## config.mk

```make
export PLATFORM = sky130hd
export DESIGN_NAME = sync_counter4
export DESIGN_NICKNAME = d
export VERILOG_FILES = /design/src/rtl/sync_counter4.sv
export SDC_FILE = /design/constraint.sdc
export NUM_CORES = 1
export LEC_CHECK = 0
export BUFFER_PORTS_ARGS = -buffer_cell sky130_fd_sc_hd__buf_2
export CAP_MARGIN = 20
export CORE_AREA = 2 2 39 41
export CTS_BUF_LIST = sky130_fd_sc_hd__clkbuf_4
export DETAILED_ROUTE_END_ITERATION = 16
export DIE_AREA = 0 0 41 43
export HOLD_SLACK_MARGIN = 0.02
export PLACE_DENSITY_LB_ADDON = 0.2
export SYNTH_ARGS = -nofsm -noshare
export SYNTH_HDL_FRONTEND = slang
export SYNTH_SLANG_ARGS = --single-unit
```

## constraint.sdc

```tcl
create_clock -name clk -period 1.4 [get_ports clk]
set_clock_uncertainty 0.15 [all_clocks]
set_input_delay 0.07 -clock clk [delete_from_list [all_inputs] [get_ports clk]]
set_output_delay 0.07 -clock clk [all_outputs]
set_load 0.05 [all_outputs]
```

## src/rtl/sync_counter4.sv

```systemverilog
module sync_counter4 #(
  parameter int WIDTH   = 4,
  parameter int MODE    = 0,
  parameter int START   = 5,
  parameter int END_VAL = 10
) (
  input  logic             clk,
  input  logic             rst,
  input  logic             clr,
  input  logic             load,
  input  logic             en_p,
  input  logic             en_t,
  input  logic [WIDTH-1:0] din,
  output logic [WIDTH-1:0] count,
  output logic             carry
);
  localparam logic [WIDTH-1:0] MAX_V   = '1;
  localparam logic [WIDTH-1:0] START_V = WIDTH'(START);
  localparam logic [WIDTH-1:0] END_V   = WIDTH'(END_VAL);
  localparam logic [WIDTH-1:0] ONE_V   = WIDTH'(1);

  logic             step;
  logic             at_wrap;
  logic [WIDTH-1:0] wrap_v;
  logic [WIDTH-1:0] next_v;

  assign step = en_p & en_t;

  generate
    if (MODE == 1) begin : g_reload
      assign at_wrap = (count == MAX_V);
      assign wrap_v  = START_V;
    end else if (MODE == 2) begin : g_clrend
      assign at_wrap = (count == END_V);
      assign wrap_v  = '0;
    end else begin : g_free
      assign at_wrap = (count == MAX_V);
      assign wrap_v  = '0;
    end
  endgenerate

  assign next_v = at_wrap ? wrap_v : count + ONE_V;

  always_ff @(posedge clk) begin
    if (rst || clr)   count <= '0;
    else if (load)    count <= din;
    else if (step)    count <= next_v;
  end

  assign carry = en_t && (count == MAX_V);

  AST_RESET_ZERO: assert property (@(posedge clk) rst |=> count == '0);
  AST_CLEAR_WINS: assert property (@(posedge clk) disable iff (rst)
    clr |=> count == '0);
  AST_LOAD_COPIES: assert property (@(posedge clk) disable iff (rst)
    (!clr && load) |=> count == $past(din));
  AST_HOLD_IDLE: assert property (@(posedge clk) disable iff (rst)
    (!clr && !load && !(en_p && en_t)) |=> $stable(count));
  AST_STEP_INC: assert property (@(posedge clk) disable iff (rst)
    (!clr && !load && en_p && en_t && count != MAX_V && !(MODE == 2 && count == END_V))
    |=> count == $past(count) + ONE_V);

  generate
    if (MODE == 1) begin : g_chk_reload
      AST_RELOAD_START: assert property (@(posedge clk) disable iff (rst)
        (!clr && !load && en_p && en_t && count == MAX_V) |=> count == START_V);
    end else if (MODE == 2) begin : g_chk_clrend
      AST_END_CLEARS: assert property (@(posedge clk) disable iff (rst)
        (!clr && !load && en_p && en_t && count == END_V) |=> count == '0);
    end else begin : g_chk_free
      AST_FREE_WRAP: assert property (@(posedge clk) disable iff (rst)
        (!clr && !load && en_p && en_t && count == MAX_V) |=> count == '0);
    end
  endgenerate
endmodule

```

# [After elaboration in Yosys (flattened, before gate mapping)]
# Cells that the tools add are included.
[totals] register_bits=4 latchBits=0 ramBits=0 mem_bits_ro=0 inputBits=10 out_inout_bits=5 word_cells=10 mem_count=0
[op_classes] n_addsub=1 multipliers=0 n_div=0 n_lt_le_gt_ge=0 eq_ne=1 shifts=0 n_mux=3 n_bitwise=1 n_reduce_logical=3
[op_table] op="$mux W4" count=3
[op_table] op="$add A4 B1 Y4 const B" count=1
[op_table] op="$eq A4 B4 Y1 const B" count=1
[op_table] op="$reduce_bool A2 Y1" count=1
[op_table] op="$and A1 B1 Y1" count=1
[op_table] op="$logic_and A1 B1 Y1" count=1
[op_table] op="$logic_or A1 B1 Y1" count=1

# [Longest topological paths before layout]
# Gate-level depths: netlist of the first run.
[logic_depth] ltp_word=4 ltp_mapped=4 mapped_depth_nobuf=4

# [Least setup slack after synthesis of the first run]
# OpenSTA, ideal clock, no wires.
[synth_path] kind="reg-to-reg" start="register count[0]" end="register count[1]" setup_ns=0.116 arrival_time_ns=1.506 required_ns=1.134 slack_ns=-0.372 path_stages_with_launch=5 n_path_buf=0 period_less_slack_ns=1.772 cell_sequence="dfxtp_1 -> ha_1 -> and3_2 -> a211o_1 -> o211a_1"
[synth_via] elab_chain_cells=4 word_cells_on_any_way=5 cone_classes="1 x add/sub; 1 x eq/ne; 3 x mux"
[synth_lines] item="start: declaration" line_no="14" source="output logic [WIDTH-1:0] count,"
[synth_lines] item="start signal: assignment" line_no="46" source="else if (load) count <= din;"
[synth_lines] item="start signal: assignment" line_no="47" source="else if (step) count <= next_v;"
[synth_lines] item="$add A4 B1 Y4 or $eq A4 B4 Y1 (tied branches)" line_no="42, 37"
[synth_lines] item="$mux W4 *" line_no="42" source="assign next_v = at_wrap ? wrap_v : count + ONE_V;"
[synth_lines] item="$mux W4 *" line_no="47"
[synth_lines] item="$mux W4 *" line_no="46"
# Every way passes the cells marked *; elsewhere a longest branch is shown, timed or not. The select of a mux whose other input is x is not followed.
# A chain may end at the register's enable or synchronous reset.

# [Final worst setup path of the first run]
[layout_path] start="register count[0]" end="output port carry"
[layout_via] elab_chain_cells=2
[layout_lines] item="$eq A4 B4 Y1" line_no="50" source="assign carry = en_t && (count == MAX_V);"
[layout_lines] item="$logic_and A1 B1 Y1" line_no="50"
[layout_lines] item="end: declaration" line_no="15" source="output logic carry"
# Every way passes these cells.

==> impl_metrics.csv, run 1 <==
group,metric,value,unit
finish,drive_gt1_frac,0.4615,
synth,ys_warn_count,0,
clock_tree,clkSlewWorstSetupHoldPaths,40,ps
timing,fin_crit_sh,0.9695,
placement,dpl.hpwl,546.2,um
setup_path,crit_fanout,6,
power,p_leak,0.2024,nW
synth,synth_cell_type_count,17,
floorplan,start_util,0.1754,
placement,place_ws,94.76,ps
clock_tree,clock_sinks,4,
timing,finalSetupViolCount,0,
clock_tree,clkLatencyLatePin,240,ps
finish,syn2layout_area_growth,80.93,%
placement,place_area,352.8,um^2
drt,drcViolationCount,0,
power,ir_drop,0.3258,mV
outcome,run_status,"finished clean",
drt,dr.pass1.iters,2,
setup_path,crit_type,"flip-flop to output pin",
finish,top_regs,"count: 4 flops",
power,finalPower,384.5,uW
setup_path,crit_arrival,1140,ps
floorplan,coreArea,1384,um^2
setup_path,crit_chain,"ha_4 > and4_2 > buf_6",
clock_tree,cts_tree,"done",
timing,rsz0062_at_grt,"no",
timing,relSlewSlack,0.8319,
placement,numPortBuffers,14,
synth,synth_top_flop_cell,"dfxtp_1",
global_routing,grt_pass1_vias,257,
clock_tree,cts_buffer_depth,2,
synth,yosysTopAreaCellShare,0.3299,
global_routing,grt_max_degree,7,
setup_path,startpoint_type,"flip-flop",
drt,wl_per_cell,10.87,um
timing,hold_ws,15.52,ps
synth,synthTopCellsByCount,"6 x a21oi_1, 4 x dfxtp_1",
synth,yosysMostFrequentCell,"a21oi_1",
synth,seq_area_frac_synth,0.3299,
timing,fin_setup_tns,0,ps
finish,largest_reg_flops,4,
synth,netlist_top_cells_area,"dfxtp_1 33%, a21oi_1 12%, a211o_1 7.2%",
synth,synth_edf_count,0,
floorplan,die_w,41,um
synth,ys_ff_latch,4,
drt,vias,321,
drt,wirelength,739,um
synth,syn_inst,29,
clock_tree,htree_levels,1,
finish,nFillCells,150,
drt,via_per_inst,4.721,
floorplan,ios,15,
timing,setup_ws,42.67,ps
timing,tightest_slew,253.9,ps
finish,top_register,"count",
drt,drtIter0Drc,2,
clock_tree,root_buffer,"clkbuf_4",
setup_path,rrSetupSlack,90,ps
finish,multiInputGateArea,167.7,um^2
drt,postRouteAntennaNets,0,
floorplan,die-area,1763,um^2
finish,fin_area,439.2,um^2
placement,place_congestion,0.7093,
job,max_cap_viol_count,0,
setup_path,slowest_delay,360,ps
timing,drv_slew,0,
setup_path,end_kind,"output pin",
placement,place_inst,59,
setup_path,critPathSlowestCell,"dfxtp_4",
synth,synth_fp_nets,40,
synth,yosys.area.top_type,"dfxtp_1",
synth,syn_avg_cell_area,8.370,um^2
min_path,hold_path.class,"input pin to flip-flop",
synth,synth_area,242.7,um^2
finish,seq_area,87.58,um^2
synth,synthArstFlopShare,0,
finish,nets,64,
global_routing,grt_pass1_wl,1035,um
finish,fin_cells,68,
global_routing,overflow,0,
global_routing,antenna_found_initial,0,
power,powerDensity,875.6,nW/um^2
finish,final_core_util,0.3174,
timing,finalHoldViolCount,0,
floorplan,fp-row-count,14,
setup_path,crit_required,1180,ps
clock_tree,cts_buffers,3,
floorplan,fp.dieH,43,um
global_routing,track_usage,0.09054,
finish,diodes,0,
timing,fmax,736.7,MHz
timing,finalCriticalPeriod,1357,ps
[where the power goes]
part | internal (mW) | switching, mW | total [mW]
combinational | 0.0344 | 0.0446 | 0.0791
clock | 0.127 | 0.0529 | 0.179
sequential | 0.118 | 0.00788 | 0.126
[final timing paths]
kind	cells after the start	from	endpoint
worst max-delay path	3	count[0]	carry
worst min-delay path	3	din[3]	count[3]
worst max register to register	4	count[1]	count[1]
worst min register to register	2	count[2]	count[3]
[critical path, delay by kind of cell, from the launching register on]
| kind | cells | cell delay [ps] |
|---|---|---|
| flip-flops | 1 | 360 |
| adder cells (fa/ha/maj) | 1 | 170 |
| AND/OR/NAND/NOR | 1 | 220 |
| buffers and inverters | 1 | 150 |
[layout by cell type (no fill, tap or decap)]
master and instances:
a211o_1 2, a21oi_1 6, a311o_1 1, a31oi_1 1, and3_2 1, and4_2 1
buf_2 13, buf_6 1, clkbuf_4 4, dfxtp_1 2, dfxtp_4 2, dlygate4sd3_1 5
ha_4 1, inv_1 2, nand2_2 1, nand3_1 1, nand4_1 1, nor2_1 2
o211a_1 1, o211ai_1 1, o21ai_0 2, xnor2_1 1
[timing repair]
| item | CTS | global route |
|---|---|---|
| hold endpoints to repair | 4 | 0 |
| hold buffers | 5 | 0 |
| gates resized for setup | 1 | 1 |
| buffers inserted | 0 | 0 |
| endpoints found under the setup margin | 1 | 1 |
[kinds of logic after synthesis]
group	synth area share
compound gates	0.3763
simple gates	0.1753
flops	0.3299
buf+inv	0.03094
xor+xnor	0.03609
fa+ha+maj	0.05154
[final cells by class]
class                      count  share of cell area
multi-input combinational     23              0.3818
timing repair buffer          19              0.2877
sequential                     4              0.1994
clock buffer                   4             0.06838
tap                           16             0.04558
inverter                       2             0.01709
[routing by layer]
| metal | part of all wire | GRT usage | vias to the layer above |
|---|---|---|---|
| met4 | 0.0068 | 0.1000 | 0 |
| li1 | - | - | 162 |
| met2 | 0.45 | 0.1031 | 11 |
| met5 | 0 | 0 | - |
| met1 | 0.48 | 0.1262 | 146 |
| met3 | 0.064 | 0.01571 | 2 |
No activity file was read; power rests on OpenSTA's default activity.
==> inputs of run 2 (changes only) <==
--- a/config.mk
+++ b/config.mk
@@ -5,7 +5,7 @@
 export SDC_FILE = /design/constraint.sdc
 export NUM_CORES = 1
 export LEC_CHECK = 0
-export BUFFER_PORTS_ARGS = -buffer_cell sky130_fd_sc_hd__buf_2
+export BUFFER_PORTS_ARGS = -buffer_cell sky130_fd_sc_hd__buf_4
 export CAP_MARGIN = 20
 export CORE_AREA = 2 2 39 41
 export CTS_BUF_LIST = sky130_fd_sc_hd__clkbuf_4
==> impl_metrics.csv, run 2 (synthesis results as in run 1) <==
group,metric,value,unit
clock_tree,root_buffer,"clkbuf_4",
job,max_cap_viol_count,0,
placement,numPortBuffers,14,
drt,wl_per_cell,9.814,um
clock_tree,cts_tree,"done",
setup_path,startpoint_type,"flip-flop",
finish,largest_reg_flops,4,
finish,multiInputGateArea,167.7,um^2
finish,fin_cells,70,
floorplan,start_util,0.1754,
placement,place_congestion,0.6775,
outcome,run_status,"finished clean",
clock_tree,clkSlewWorstSetupHoldPaths,40,ps
clock_tree,cts_buffers,3,
floorplan,die_w,41,um
global_routing,antenna_found_initial,0,
global_routing,track_usage,0.09337,
finish,top_register,"count",
drt,wirelength,687,um
drt,postRouteAntennaNets,0,
clock_tree,htree_levels,1,
setup_path,end_kind,"output pin",
timing,drv_slew,0,
finish,layout_common_cells,"13 x buf_4, 7 x dlygate4sd3_1, 6 x a21oi_1",
floorplan,fp-row-count,14,
power,powerDensity,807.2,nW/um^2
floorplan,coreArea,1384,um^2
clock_tree,clock_sinks,4,
power,ir_drop,0.3038,mV
global_routing,grt_max_degree,7,
finish,nets,66,
clock_tree,clkLatencyLatePin,240,ps
timing,finalCriticalPeriod,1358,ps
timing,relSlewSlack,0.8732,
floorplan,die-area,1763,um^2
setup_path,crit_arrival,1140,ps
setup_path,crit_type,"flip-flop to output pin",
setup_path,crit_fanout,6,
timing,hold_ws,98.20,ps
finish,top_regs,"count: 4 flops",
timing,fmax,736.5,MHz
finish,drive_gt1_frac,0.4444,
timing,finalHoldViolCount,0,
finish,final_common_cell,"buf_4",
timing,tightest_slew,189.4,ps
drt,drtIter0Drc,4,
timing,setup_ws,42.14,ps
floorplan,fp.dieH,43,um
global_routing,overflow,0,
power,p_leak,0.2188,nW
timing,finalSetupViolCount,0,
timing,rsz0062_at_grt,"no",
clock_tree,cts_setup_buffers,0,
global_routing,grt_pass1_wl,1041,um
finish,syn2layout_area_growth,102.6,%
setup_path,crit_required,1180,ps
timing,fin_setup_tns,0,ps
min_path,hold_path.class,"input pin to flip-flop",
drt,via_per_inst,4.357,
finish,seq_area,87.58,um^2
clock_tree,cts_buffer_depth,2,
timing,fin_crit_sh,0.9699,
power,finalPower,396.9,uW
drt,drcViolationCount,0,
finish,nFillCells,158,
global_routing,grt_pass1_vias,277,
drt,dr.pass1.iters,2,
finish,diodes,0,
placement,place_inst,59,
placement,dpl.hpwl,533.9,um
drt,vias,305,
placement,place_ws,65.68,ps
floorplan,ios,15,
## run 2: layout make-up
cell class / count / share of cell area
clock buffer: 4 / 0.06107
inverter: 2 / 0.01527
multi-input combinational: 23 / 0.3410
sequential: 4 / 0.1781
tap: 16 / 0.04071
timing repair buffer: 21 / 0.3639
## run 2: per-stage QoR
step / instance area, um^2 / util
3_3_place_gp: 387.9 / 0.2803
2_1_floorplan: 262.8 / -
4_1_cts: 488.0 / 0.3526
6_report: 491.7 / 0.3553
5_1_grt: 491.7 / 0.3553
3_5_place_dp: 387.9 / 0.2803
## run 2: what timing repair did
| action | CTS | global route |
|---|---|---|
| gates resized for setup | 0 | 1 |
| hold buffers | 7 | 0 |
| endpoints found under the setup margin | 0 | 1 |
| endpoints found under the hold margin | 4 | 0 |
## run 2: critical path, cell delays in order, from the launching register on
cell	delay, ps
dfxtp_4	360
ha_4	170
and4_2	220
buf_6	150
## run 2: path summary, 6_finish.rpt
check                              start  slack, ps       end  depth (start not counted)
worst max-delay path            count[0]         40     carry                          3
worst min-delay path                en_t        100  count[3]                          4
worst max register to register  count[1]         70  count[1]                          4
worst min register to register  count[3]        410  count[3]                          2
## run 2: metal layers
metal / global-route usage / up-vias / wire (um)
li1: - / 166 / -
met1: 0.1254 / 124 / 335
met2: 0.1031 / 13 / 263
met3: 0.04712 / 2 / 69
met4: 0.08000 / 0 / 19
met5: 0 / - / 0
## run 2: power breakdown
group | total, mW | internal [mW] | switching (mW)
clock network | 0.178 | 0.126 | 0.0515
registers | 0.126 | 0.118 | 0.00816
logic | 0.0926 | 0.0482 | 0.0444
total | 0.397 | 0.293 | 0.104
==> inputs of run 3 (changes only) <==
==> constraint.sdc (replaced) <==
create_clock -name clk -period 1.4 [get_ports clk]
set_clock_uncertainty 0.15 [all_clocks]
set_input_delay 0.07 -clock clk [delete_from_list [all_inputs] [get_ports clk]]
set_output_delay 0.07 -clock clk [all_outputs]
set_load 0.005 [all_outputs]
==> impl_metrics.csv, run 3 (synthesis results as in run 1) <==
group,metric,value,unit
outcome,run_status,"finished clean",
global_routing,track_usage,0.09538,
drt,drcViolationCount,0,
finish,top_regs,"count: 4 flops",
global_routing,antenna_found_initial,0,
setup_path,crit_fanout,2,
finish,fin_area,469.2,um^2
placement,dpl.hpwl,595.7,um
clock_tree,clock_sinks,4,
floorplan,coreArea,1384,um^2
timing,finalHoldViolCount,0,
finish,diodes,0,
drt,wl_per_cell,10.99,um
floorplan,fp-row-count,14,
clock_tree,clkLatencyLatePin,230,ps
timing,tightest_slew,216.5,ps
placement,place_area,384.1,um^2
drt,wirelength,769,um
finish,seq_area,81.33,um^2
timing,setup_ws,60.61,ps
clock_tree,root_buffer,"clkbuf_4",
finish,nFillCells,148,
global_routing,overflow,0,
drt,via_per_inst,4.600,
clock_tree,cts_buffers,3,
placement,place_ws,25.53,ps
power,ir_drop,0.2587,mV
finish,syn2layout_area_growth,93.30,%
finish,final_common_cell,"buf_4",
global_routing,grt_pass1_wl,1104,um
floorplan,ios,15,
setup_path,crit_required,1380,ps
timing,fin_setup_tns,0,ps
global_routing,grt_pass1_vias,277,
timing,rsz0062_at_grt,"no",
power,p_leak,0.2184,nW
clock_tree,htree_levels,1,
setup_path,crit_type,"flip-flop to flip-flop",
drt,postRouteAntennaNets,0,
finish,largest_reg_flops,4,
setup_path,end_kind,"flip-flop",
timing,fmax,746.6,MHz
drt,dr.pass1.iters,3,
finish,multiInputGateArea,157.7,um^2
drt,vias,322,
global_routing,grt_max_degree,7,
clock_tree,cts_tree,"done",
timing,finalCriticalPeriod,1339,ps
min_path,hold_path.class,"input pin to flip-flop",
timing,finalSetupViolCount,0,
timing,relSlewSlack,0.8552,
floorplan,die-area,1763,um^2
job,max_cap_viol_count,0,
floorplan,start_util,0.1754,
setup_path,crit_arrival,1320,ps
placement,numPortBuffers,14,
setup_path,startpoint_type,"flip-flop",
finish,top_register,"count",
placement,place_congestion,0.6769,
drt,drtIter0Drc,13,
timing,drv_slew,0,
power,powerDensity,741.1,nW/um^2
timing,fin_crit_sh,0.9567,
finish,layout_common_cells,"16 x buf_4, 6 x a21oi_1, 6 x dlygate4sd3_1",
clock_tree,clkSlewWorstSetupHoldPaths,40,ps
floorplan,die_w,41,um
finish,drive_gt1_frac,0.4444,
finish,nets,67,
finish,final_core_util,0.3391,
floorplan,fp.dieH,43,um
clock_tree,cts_buffer_depth,2,
## run 3: final timing paths
kind / cells past startpoint / start / endpoint / slack [ps]
hold / removal: 3 / din[3] / count[3] / 40
setup reg to reg: 4 / count[1] / count[1] / 60
hold reg to reg: 2 / count[3] / count[3] / 420
setup / recovery: 4 / count[1] / count[1] / 60
## run 3: area by class of cell
| type | instances | share of cell area |
|---|---|---|
| repair buffers | 22 | 0.3840 |
| multi-input cells | 23 | 0.3360 |
| flip-flops and latches | 4 | 0.1733 |
| clock buffers | 3 | 0.04800 |
| well taps | 16 | 0.04267 |
| inverters | 2 | 0.01600 |
## run 3: through the flow
step                power [mW]  hold slack (ps)  instances
floorplan               0.1499            68.47         29
global placement        0.1935            160.5         61
detailed placement      0.1927            167.7         61
CTS                     0.3590            30.29         70
global route            0.3791            35.07         70
finish                  0.3477            39.32         70
## run 3: where the power goes
group,total [mW],internal (mW),switching [mW]
Clock,0.143,0.0959,0.0473
Combinational,0.0797,0.0487,0.0309
Sequential,0.125,0.120,0.00462
## run 3: repair_timing
action | 4_1_cts | 5_1_grt
resized for setup | 0 | 1
setup endpoints to repair | 0 | 2
setup buffers | 0 | 0
hold endpoints to repair | 4 | 0
hold buffers | 6 | 0
## run 3: critical path: stages (launching register included)
cell	delay (ps)
dfxtp_1	330
ha_2	260
and3_2	170
a211o_1	220
o211a_1	100
## run 3: routing by layer
metal,track usage,wire (um),vias to the layer above
met5,0,0,-
met3,0.03141,68,4
met2,0.1156,332,12
met4,0.08000,17,0
li1,-,-,164
met1,0.1286,350,142
